--- config.mk ---
export PLATFORM = sky130hd
export DESIGN_NAME = g711_buf_compander
export DESIGN_NICKNAME = d
export VERILOG_FILES = /design/src/rtl/g711_pkg.sv /design/src/rtl/g711_compress.sv /design/src/rtl/g711_expand.sv /design/src/rtl/g711_inplace_ctrl.sv /design/src/rtl/g711_buf_compander.sv
export SDC_FILE = /design/constraint.sdc
export NUM_CORES = 1
export LEC_CHECK = 0
export BUFFER_PORTS_ARGS = -buffer_cell sky130_fd_sc_hd__buf_2
export CORE_MARGIN = 1
export CORE_UTILIZATION = 54
export CTS_CLUSTER_SIZE = 12
export DETAILED_ROUTE_END_ITERATION = 16
export PLACE_DENSITY = 0.77
export REMOVE_ABC_BUFFERS = 1
export SETUP_SLACK_MARGIN = 0.5
export SLEW_MARGIN = 20
export SYNTH_ARGS = -nofsm -noshare
export SYNTH_HDL_FRONTEND = slang
export SYNTH_SLANG_ARGS = --single-unit
export TNS_END_PERCENT = 20
--- constraint.sdc ---
create_clock -name clk -period 8.2 [get_ports clk]
set_input_delay 1.23 -clock clk [delete_from_list [all_inputs] [get_ports clk]]
set_output_delay 1.23 -clock clk [all_outputs]
set_load 0.01 [all_outputs]
--- src/rtl/g711_pkg.sv ---
// Package: shared law encoding and G.711 constants for the buffer compander.
// Assumes a two-bit law field where the upper bit alone means "active".
package g711_pkg;

    typedef enum logic [1:0] {
        LAW_OFF  = 2'b00,
        LAW_RSVD = 2'b01,
        LAW_MU   = 2'b10,
        LAW_A    = 2'b11
    } law_e;

    localparam int A_LIN_MAX   = 4095;  // largest 13-bit A-law magnitude
    localparam int MU_CLIP     = 8159;  // mu-law magnitude clamp
    localparam int MU_BIAS     = 33;    // mu-law bias on 14-bit scale
    localparam int A_SEG_BASE  = 32;    // first A-law segment end + 1
    localparam int MU_SEG_BASE = 64;    // first mu-law segment end + 1
    localparam int CODE_W      = 8;

    // True when the field selects one of the two laws.
    function automatic logic law_active(law_e l);
        return (l == LAW_MU) || (l == LAW_A);
    endfunction

endpackage

--- src/rtl/g711_compress.sv ---
// Module: linear-to-G.711 encoder, purely combinational.
// Assumes lin_in is a signed two's-complement sample right-justified in WORD_W bits.
// A-law treats it as 13-bit, mu-law as 14-bit; out-of-range magnitudes saturate.
module g711_compress
    import g711_pkg::*;
#(
    parameter int WORD_W = 32
) (
    input  logic [WORD_W-1:0] lin_in,
    input  logic              is_alaw,
    output logic [CODE_W-1:0] code_out
);

    localparam int SEGS = 8;

    logic              neg;
    logic [WORD_W-1:0] mag;
    logic [WORD_W-1:0] thr_base;
    logic [CODE_W-1:0] xmask;
    logic [3:0]        nseg;
    logic [3:0]        sh;
    logic [3:0]        mant;

    // Sign handling, clamp and bias for the selected law.
    always_comb begin
        neg = lin_in[WORD_W-1];
        if (is_alaw) begin
            xmask    = neg ? 8'h55 : 8'hD5;
            mag      = neg ? ~lin_in : lin_in;
            thr_base = WORD_W'(A_SEG_BASE);
        end else begin
            xmask    = neg ? 8'h7F : 8'hFF;
            mag      = neg ? (~lin_in + WORD_W'(1)) : lin_in;
            if (mag > WORD_W'(MU_CLIP))
                mag = WORD_W'(MU_CLIP);
            mag      = mag + WORD_W'(MU_BIAS);
            thr_base = WORD_W'(MU_SEG_BASE);
        end
    end

    // Segment search: count how many segment end points the magnitude exceeds.
    always_comb begin
        nseg = 4'd0;
        for (int s = 0; s < SEGS; s++) begin
            if (mag > ((thr_base << s) - WORD_W'(1)))
                nseg = nseg + 4'd1;
        end
    end

    // Mantissa extraction and final code assembly with saturation.
    always_comb begin
        if (is_alaw)
            sh = (nseg < 4'd2) ? 4'd1 : nseg;
        else
            sh = nseg + 4'd1;
        mant = 4'(mag >> sh);
        if (nseg[3])
            code_out = 8'h7F ^ xmask;
        else
            code_out = {1'b0, nseg[2:0], mant} ^ xmask;
    end

    // Saturated positive A-law input must give the top positive code.
    always_comb begin
        if (is_alaw && !lin_in[WORD_W-1] && (lin_in > WORD_W'(A_LIN_MAX)))
            AST_A_POS_SAT: assert (code_out == 8'hAA);
    end

endmodule

--- src/rtl/g711_expand.sv ---
// Module: G.711-to-linear decoder, purely combinational.
// Assumes code_in is an 8-bit A-law or mu-law code; output is right-justified
// and sign-extended to WORD_W bits (13-bit A-law, 14-bit mu-law scale).
module g711_expand
    import g711_pkg::*;
#(
    parameter int WORD_W = 32
) (
    input  logic [CODE_W-1:0] code_in,
    input  logic              is_alaw,
    output logic [WORD_W-1:0] lin_out
);

    logic [CODE_W-1:0] cw;
    logic [2:0]        seg;
    logic [3:0]        m;
    logic [WORD_W-1:0] step;
    logic [WORD_W-1:0] t;
    logic              negative;

    // Undo the line coding and split into sign, segment and mantissa.
    always_comb begin
        cw       = is_alaw ? (code_in ^ 8'h55) : ~code_in;
        seg      = cw[6:4];
        m        = cw[3:0];
        negative = is_alaw ? ~cw[7] : cw[7];
        step     = WORD_W'({m, 1'b0}) + WORD_W'(MU_BIAS);
    end

    // Rebuild the magnitude for the selected law.
    always_comb begin
        if (is_alaw) begin
            if (seg == 3'd0)
                t = WORD_W'({m, 1'b1});
            else
                t = step << (seg - 3'd1);
        end else begin
            t = (step << seg) - WORD_W'(MU_BIAS);
        end
    end

    // Apply the sign in two's complement.
    always_comb begin
        lin_out = negative ? (~t + WORD_W'(1)) : t;
    end

endmodule

--- src/rtl/g711_inplace_ctrl.sv ---
// Module: buffer register and one-cycle in-place conversion sequencer.
// Assumes conv_in is a combinational function of buf_out and law_out.
// A write captures the raw word and the law; the following edge replaces
// the word with conv_in when a law was active. Writes win over conversion.
module g711_inplace_ctrl
    import g711_pkg::*;
#(
    parameter int WORD_W = 32
) (
    input  logic              clk,
    input  logic              rst_n,
    input  logic              wr_en,
    input  logic [WORD_W-1:0] wr_data,
    input  law_e              law_in,
    input  logic [WORD_W-1:0] conv_in,
    output logic [WORD_W-1:0] buf_out,
    output law_e              law_out,
    output logic              busy_out
);

    // Buffer, captured law and busy flag update.
    always_ff @(posedge clk) begin
        if (!rst_n) begin
            buf_out  <= '0;
            law_out  <= LAW_OFF;
            busy_out <= 1'b0;
        end else if (wr_en) begin
            buf_out  <= wr_data;
            law_out  <= law_in;
            busy_out <= law_active(law_in);
        end else if (busy_out) begin
            buf_out  <= conv_in;
            busy_out <= 1'b0;
        end
    end

    AST_BUSY_FROM_WRITE: assert property (@(posedge clk) disable iff (!rst_n)
        $rose(busy_out) |-> $past(wr_en));

    AST_BUSY_SINGLE: assert property (@(posedge clk) disable iff (!rst_n)
        busy_out && !wr_en |=> !busy_out);

endmodule

--- src/rtl/g711_buf_compander.sv ---
// Module: top of the in-place G.711 buffer compander.
// COMPRESS=1 builds the linear-to-code direction, COMPRESS=0 the code-to-linear one.
// Assumes the law field is set before the data word is written.
module g711_buf_compander
    import g711_pkg::*;
#(
    parameter bit COMPRESS = 1'b1,
    parameter int WORD_W   = 32
) (
    input  logic              clk,
    input  logic              rst_n,
    input  logic [1:0]        law_sel,
    input  logic              wr_en,
    input  logic [WORD_W-1:0] wr_data,
    output logic [WORD_W-1:0] rd_data,
    output logic              busy
);

    localparam int SIGN_LO = 13;  // lowest bit that must equal the sign after expansion

    law_e              law_q;
    logic [WORD_W-1:0] buf_q;
    logic [WORD_W-1:0] conv;
    logic              is_alaw;

    assign is_alaw = (law_q == LAW_A);

    g711_inplace_ctrl #(.WORD_W(WORD_W)) u_ctrl (
        .clk      (clk),
        .rst_n    (rst_n),
        .wr_en    (wr_en),
        .wr_data  (wr_data),
        .law_in   (law_e'(law_sel)),
        .conv_in  (conv),
        .buf_out  (buf_q),
        .law_out  (law_q),
        .busy_out (busy)
    );

    // Direction chosen at build time.
    generate
        if (COMPRESS) begin : g_cmp
            logic [CODE_W-1:0] code;
            g711_compress #(.WORD_W(WORD_W)) u_cmp (
                .lin_in   (buf_q),
                .is_alaw  (is_alaw),
                .code_out (code)
            );
            assign conv = {{(WORD_W-CODE_W){1'b0}}, code};

            AST_ZERO_FILL: assert property (@(posedge clk) disable iff (!rst_n)
                busy && !wr_en |=> rd_data[WORD_W-1:CODE_W] == '0);
        end else begin : g_exp
            g711_expand #(.WORD_W(WORD_W)) u_exp (
                .code_in (buf_q[CODE_W-1:0]),
                .is_alaw (is_alaw),
                .lin_out (conv)
            );

            AST_SIGN_EXT: assert property (@(posedge clk) disable iff (!rst_n)
                busy && !wr_en |=> ((&rd_data[WORD_W-1:SIGN_LO]) || !(|rd_data[WORD_W-1:SIGN_LO])));
        end
    endgenerate

    assign rd_data = buf_q;

    AST_WR_CAPTURE: assert property (@(posedge clk) disable iff (!rst_n)
        wr_en |=> rd_data == $past(wr_data));

    AST_BUSY_ON_LAW: assert property (@(posedge clk) disable iff (!rst_n)
        wr_en |=> busy == $past(law_sel[1]));

    AST_OFF_STABLE: assert property (@(posedge clk) disable iff (!rst_n)
        !busy && !wr_en |=> $stable(rd_data));

endmodule

# Word level (Yosys, flattened, before mapping)
# Cells that the tools add are included.
# Widths: inputs -> output; s select.
# op_classes
n_addsub	18
n_lt_le_gt_ge	10
eq_ne	3
shift	1
n_mux	22
bitwise_logic	3
n_reduce_logical	3
# ops
op	count
$gt 32x32->1	8
$mux 32	7
$sub 32x1->32 const B	7
$mux 4	9
$add 32x1->32 const B	1
$add 32x6->32 const B	1
$gt 32x13->1 const B	1
$mux 8	4
$not 32->32	1
$shr 32x4->4	1
$add 4x1->4 const B	7
$sub 7x1->8 const B	1
$xor 7x8->8	1
$mux 7	1
$not 7->7	1
$eq 2x2->1 const B	3
$lt 4x2->1 const B	1
$add 1x1->2 const B	1
$reduce_and 2->1	1
$reduce_bool 2->1	1
$logic_or 1x1->1	1
$mux 1	1
# totals
reg_bits	35
input_bits	37
output_inout_bits	33
wordCells	63

# Depth between registers and ports, before layout
# logic_depth
depth_word	32
ltp_mapped	45
depth_no_buf	41

# Cells and area by module
# Synthesis repeated with hierarchy kept, for this count alone.
# unflattened
cells_unflattened	751
area_unflattened_um2	5826.8
# modules_own_cells
module	instances	cells_per_inst	area_each_um2	seq_area_each_um2
g711_compress	1	598	3966.3	0.0
g711_inplace_ctrl	1	151	1850.5	700.7
g711_buf_compander	1	2	10.0	0.0

# Worst setup path before layout
# OpenSTA, ideal clock, no wires.
# synth_path
path_kind	reg-to-reg
from	reg u_ctrl.buf_out[0]
to	reg u_ctrl.buf_out[3]
setup_ps	120
arrival_ps	8992
required_time_ps	8080
path_slack_ps	-912
path_stages_with_launch	43
path_buffers	2
synth_period_minus_slack_ps	9112
path_cell_list	dfxtp_1 > clkbuf_1 > inv_1 > ha_1 > or4b_4 > or3_4 > a2111oi_2 > nor2_1 > or2_1 > or3_4 > nor3_4 > nand2_1 > ha_1 > a21oi_1 > nor4_1 > o21ai_0 > o21ai_1 > or3_1 > (+7 left out) > nor2_1 > nor2_1 > nor2_1 > a21oi_1 > ha_1 > inv_1 > o221ai_1 > ha_1 > mux2i_1 > clkbuf_1 > inv_1 > ha_1 > nand2_1 > o21ai_1 > and2_1 > a221o_1 > and3_1 > o31a_1
# synth_between
elab_chain_cells	32
elab_cells_between_ends	41
cone_classes	10 x add/sub; 10 x order compare; 1 x shift; 18 x mux; 2 x bitwise
# synth_lines
item	line	text
from (decl)	g711_inplace_ctrl.sv:16	output logic [WORD_W-1:0] buf_out,
from (signal assigned)	g711_inplace_ctrl.sv:28	buf_out <= wr_data;
from (signal assigned)	g711_inplace_ctrl.sv:32	buf_out <= conv_in;
$not 32->32	g711_compress.sv:29, g711_compress.sv:33	
$add 32x1->32	g711_compress.sv:33	mag = neg ? (~lin_in + WORD_W'(1)) : lin_in;
$mux 32	g711_compress.sv:33	
$gt 32x13->1	g711_compress.sv:34	if (mag > WORD_W'(MU_CLIP))
$mux 32	g711_compress.sv:34	
$mux 32	g711_compress.sv:27	if (is_alaw) begin
$add 32x6->32	g711_compress.sv:36	mag = mag + WORD_W'(MU_BIAS);
$mux 32 *	g711_compress.sv:27	
(+16 left out)	n/a	
$lt 4x2->1	g711_compress.sv:53	sh = (nseg < 4'd2) ? 4'd1 : nseg;
$mux 4	g711_compress.sv:53	
$mux 4	g711_compress.sv:52	if (is_alaw)
$shr 32x4->4	g711_compress.sv:56	mant = 4'(mag >> sh);
$xor 7x8->8	g711_compress.sv:60	code_out = {1'b0, nseg[2:0], mant} ^ xmask;
$mux 8 *	g711_compress.sv:57	if (nseg[3])
$mux 32 *	g711_inplace_ctrl.sv:31	end else if (busy_out) begin
$mux 32 *	g711_inplace_ctrl.sv:27	end else if (wr_en) begin
# Mark *: on every way between the ends. The rest lies on a longest branch, timed or not. The select of a mux whose other input is x is not followed.
# A chain may end at the register's enable or synchronous reset.

# Final worst setup path
# Same ends and word-level chain as after synthesis.

==> results_dict.tcl <==
set metrics [dict create \
    slowest_stage "o41a_1" \
    ys_warn_count 0 \
    ys_ff_latch 35 \
    path_max_fanout 13 \
    fin_util_pct 78.9 \
    cp.arrival_ns 8.54 \
    slew_viol_final 0 \
    period_share_pct 102 \
    dr.first_iter.drc_count 745 \
    finClkSkew_ns 0.00745 \
    synth_edf_count 0 \
    wl_per_cell_um 19.2 \
    dp_hpwl_mm 13.9 \
    viasPerCell 6.61 \
    max-cap-violations 0 \
    hold_violations 0 \
    startpoint_type "flop" \
    coreArea_um2 8760 \
    worst-setup-path-type "reg -> reg" \
    ys_seq_area_share_pct 14.2 \
    floorplan.rows 34 \
    worst_pin_slew_ns 0.840 \
    dr.pass1.iters 6 \
    p_leak_nw 2.97 \
    endpoint_kind "flop" \
    hold_path.class "reg -> reg" \
    grt_pass1_vias 6285 \
    cts_tree "yes" \
    grt-ovfl-total 0 \
    crit_required_ns 8.39 \
    fin_ws_ns -0.146 \
    fmax_ghz 0.120 \
    fin_crit_ns 8.35 \
    failed_checks "negative setup slack" \
    antenna_found_initial 0 \
    cts_buffers 5 \
    drive_gt1_share_pct 38.4 \
    worst_path_most_repeated_cell "buf_4" \
    max-vdd-ir-drop_v 0.000105 \
    clock_latency_ns 0.29 \
    slowest_delay_ns 0.44 \
    dp_slack_ns -0.433 \
    die_w_um 97.6 \
    syn_avg_cell_area_um2 7.09 \
    synth_cell_type_count 90 \
    die_area_um2 9520 \
    syn-cell-area_um2 4930 \
    grt_pass1_wl_mm 31.5 \
    ios 70 \
    clock_path_buffers 2 \
    area_delta_synth_final_pct 40.1 \
    rsz0062_at_grt "true" \
    port_buffers 69 \
    start_util_pct 56.3 \
    finalSetupViolations 3 \
    gp_congestion 1.08 \
    cts_sinks 35 \
    synthCells 696 \
    grt_use_total_pct 39.9 \
    slew_headroom_pct 43.4 \
    grt_max_degree 60 \
    drc 0 \
    die_h_um 97.6 \
    ant_nets 0 \
    root_buffer "clkbuf_8" \
    final_nets 932 \
    status "finished with violations" \
    antenna_cells 0 \
    ys.flop_type "dfxtp_1" \
    wl_mm 19.1 \
    ys_async_sr_fraction_pct 0 \
    vias 6569 \
    holdBufCountCts 0 \
    p_per_area_nw_per_um2 159 \
    clk_pin_slew_ns 0.09 \
    cts-htree-levels 2 \
]
[cell usage after synthesis (all sizes together), types with 9 or more instances]
master   n  area [µm²]
nor2    73         274
nand2   63         236
clkbuf  45         170
dfxtp   35         701
o21ai   35         175
a21oi   32         160
nor3    31         178
inv     29         109
a22o    23         201
xnor2   23         239
nor4    21         176
nand3   19         100
mux2i   15         150
xor2    15         131
buf     14        81.3
nand4   13        81.3
or3     13        96.3
a31oi   12        75.1
and2    10        62.6
ha      10         125
o31ai   10        75.1
and3     9        56.3
[where the power goes]
part           switching, mW  internal, mW
sequential           0.00998         0.181
clock                 0.0764        0.0593
combinational          0.395         0.375
total                  0.482         0.615
[registers in the layout (all words and copies together) (netlist names)]
register	flops
u_ctrl.busy_out	1
u_ctrl.law_out	2
u_ctrl.buf_out	32
[layout by cell type, fill, tap and decap left out, drive strengths merged, types with 15 or more instances in the layout]
cell	Yosys	routed
buf	14	241
nor2	73	73
nand2	63	63
dfxtp	35	35
o21ai	35	35
a21oi	32	32
nor3	31	31
inv	29	29
a22o	23	23
xnor2	23	23
nor4	21	21
nand3	19	19
xor2	15	15
mux2i	15	15
[final cells by class]
class,instances,area (µm²)
clock inverters,3,20.0
repair buffers,241,1680
clock buffers,5,68.8
fillers,619,1850
flip-flops and latches,35,704
multi-input cells,572,4190
inverters,30,113
well taps,108,135
[timing repair]
action / in CTS / in global routing
gates resized for setup: 53 / 22
hold endpoints to repair: 0 / 0
buffers inserted: 34 / 2
pin swaps: 41 / 20
setup endpoints to repair: 7 / 7
[worst paths after layout]
| check | start | endpoint | slack (ns) | cells after the start |
|---|---|---|---|---|
| worst max-delay path | u_ctrl.buf_out[0]$_SDFFE_PN0P_ | u_ctrl.buf_out[3]$_SDFFE_PN0P_ | -0.15 | 49 |
| worst min-delay path | u_ctrl.law_out[1]$_SDFFE_PN0P_ | u_ctrl.law_out[1]$_SDFFE_PN0P_ | 0.54 | 2 |
| worst max register to register | u_ctrl.buf_out[0]$_SDFFE_PN0P_ | u_ctrl.buf_out[3]$_SDFFE_PN0P_ | -0.15 | 49 |
| worst min register to register | u_ctrl.law_out[1]$_SDFFE_PN0P_ | u_ctrl.law_out[1]$_SDFFE_PN0P_ | 0.54 | 2 |
[cells by family after synthesis]
kind of cell               after synthesis  share of synthesized area (%)
muxes                                   17                           3.50
and+or+nand+nor                        298                           33.1
DFF                                     35                           14.2
buffers and inverters                   89                           7.38
adders and majority gates               10                           2.54
AOI/OAI and AO/OA                      209                           31.8
xor gates and xnor gates                38                           7.51
[metal layers]
metal  routed length, µm  up-vias  GRT usage [%]
met1                7590     3046           50.7
met4                 836        0           16.5
met2                8900      431           66.4
met3                1800       83           6.76
met5                   0        -              0
li1                    -     3009              -
[through the flow]
step                      std cells  instance area (µm²)  hold WS [ns]  total power [mW]  TNS, ns
final                           994                 6910         0.537              1.10   -0.320
after global routing            994                 6910         0.577              1.16    -1.94
after CTS                       992                 6780         0.538              1.05        0
after detailed placement        950                 6220         0.518             0.835    -1.38
after global placement          950                 6220         0.488             0.826   -0.199
after floorplan                 637                 4680         0.474             0.543   -12.03
[critical path, delay by kind of cell, from the launching register on]
kind	cells	cell delay (ns)
adders and majority gates	4	0.91
xor gates and xnor gates	3	0.44
buffers and inverters	25	2.92
AOI/OAI and AO/OA	11	3.03
and+or+nand+nor	6	0.59
DFF	1	0.36
Power figures use the tool's default switching activity.
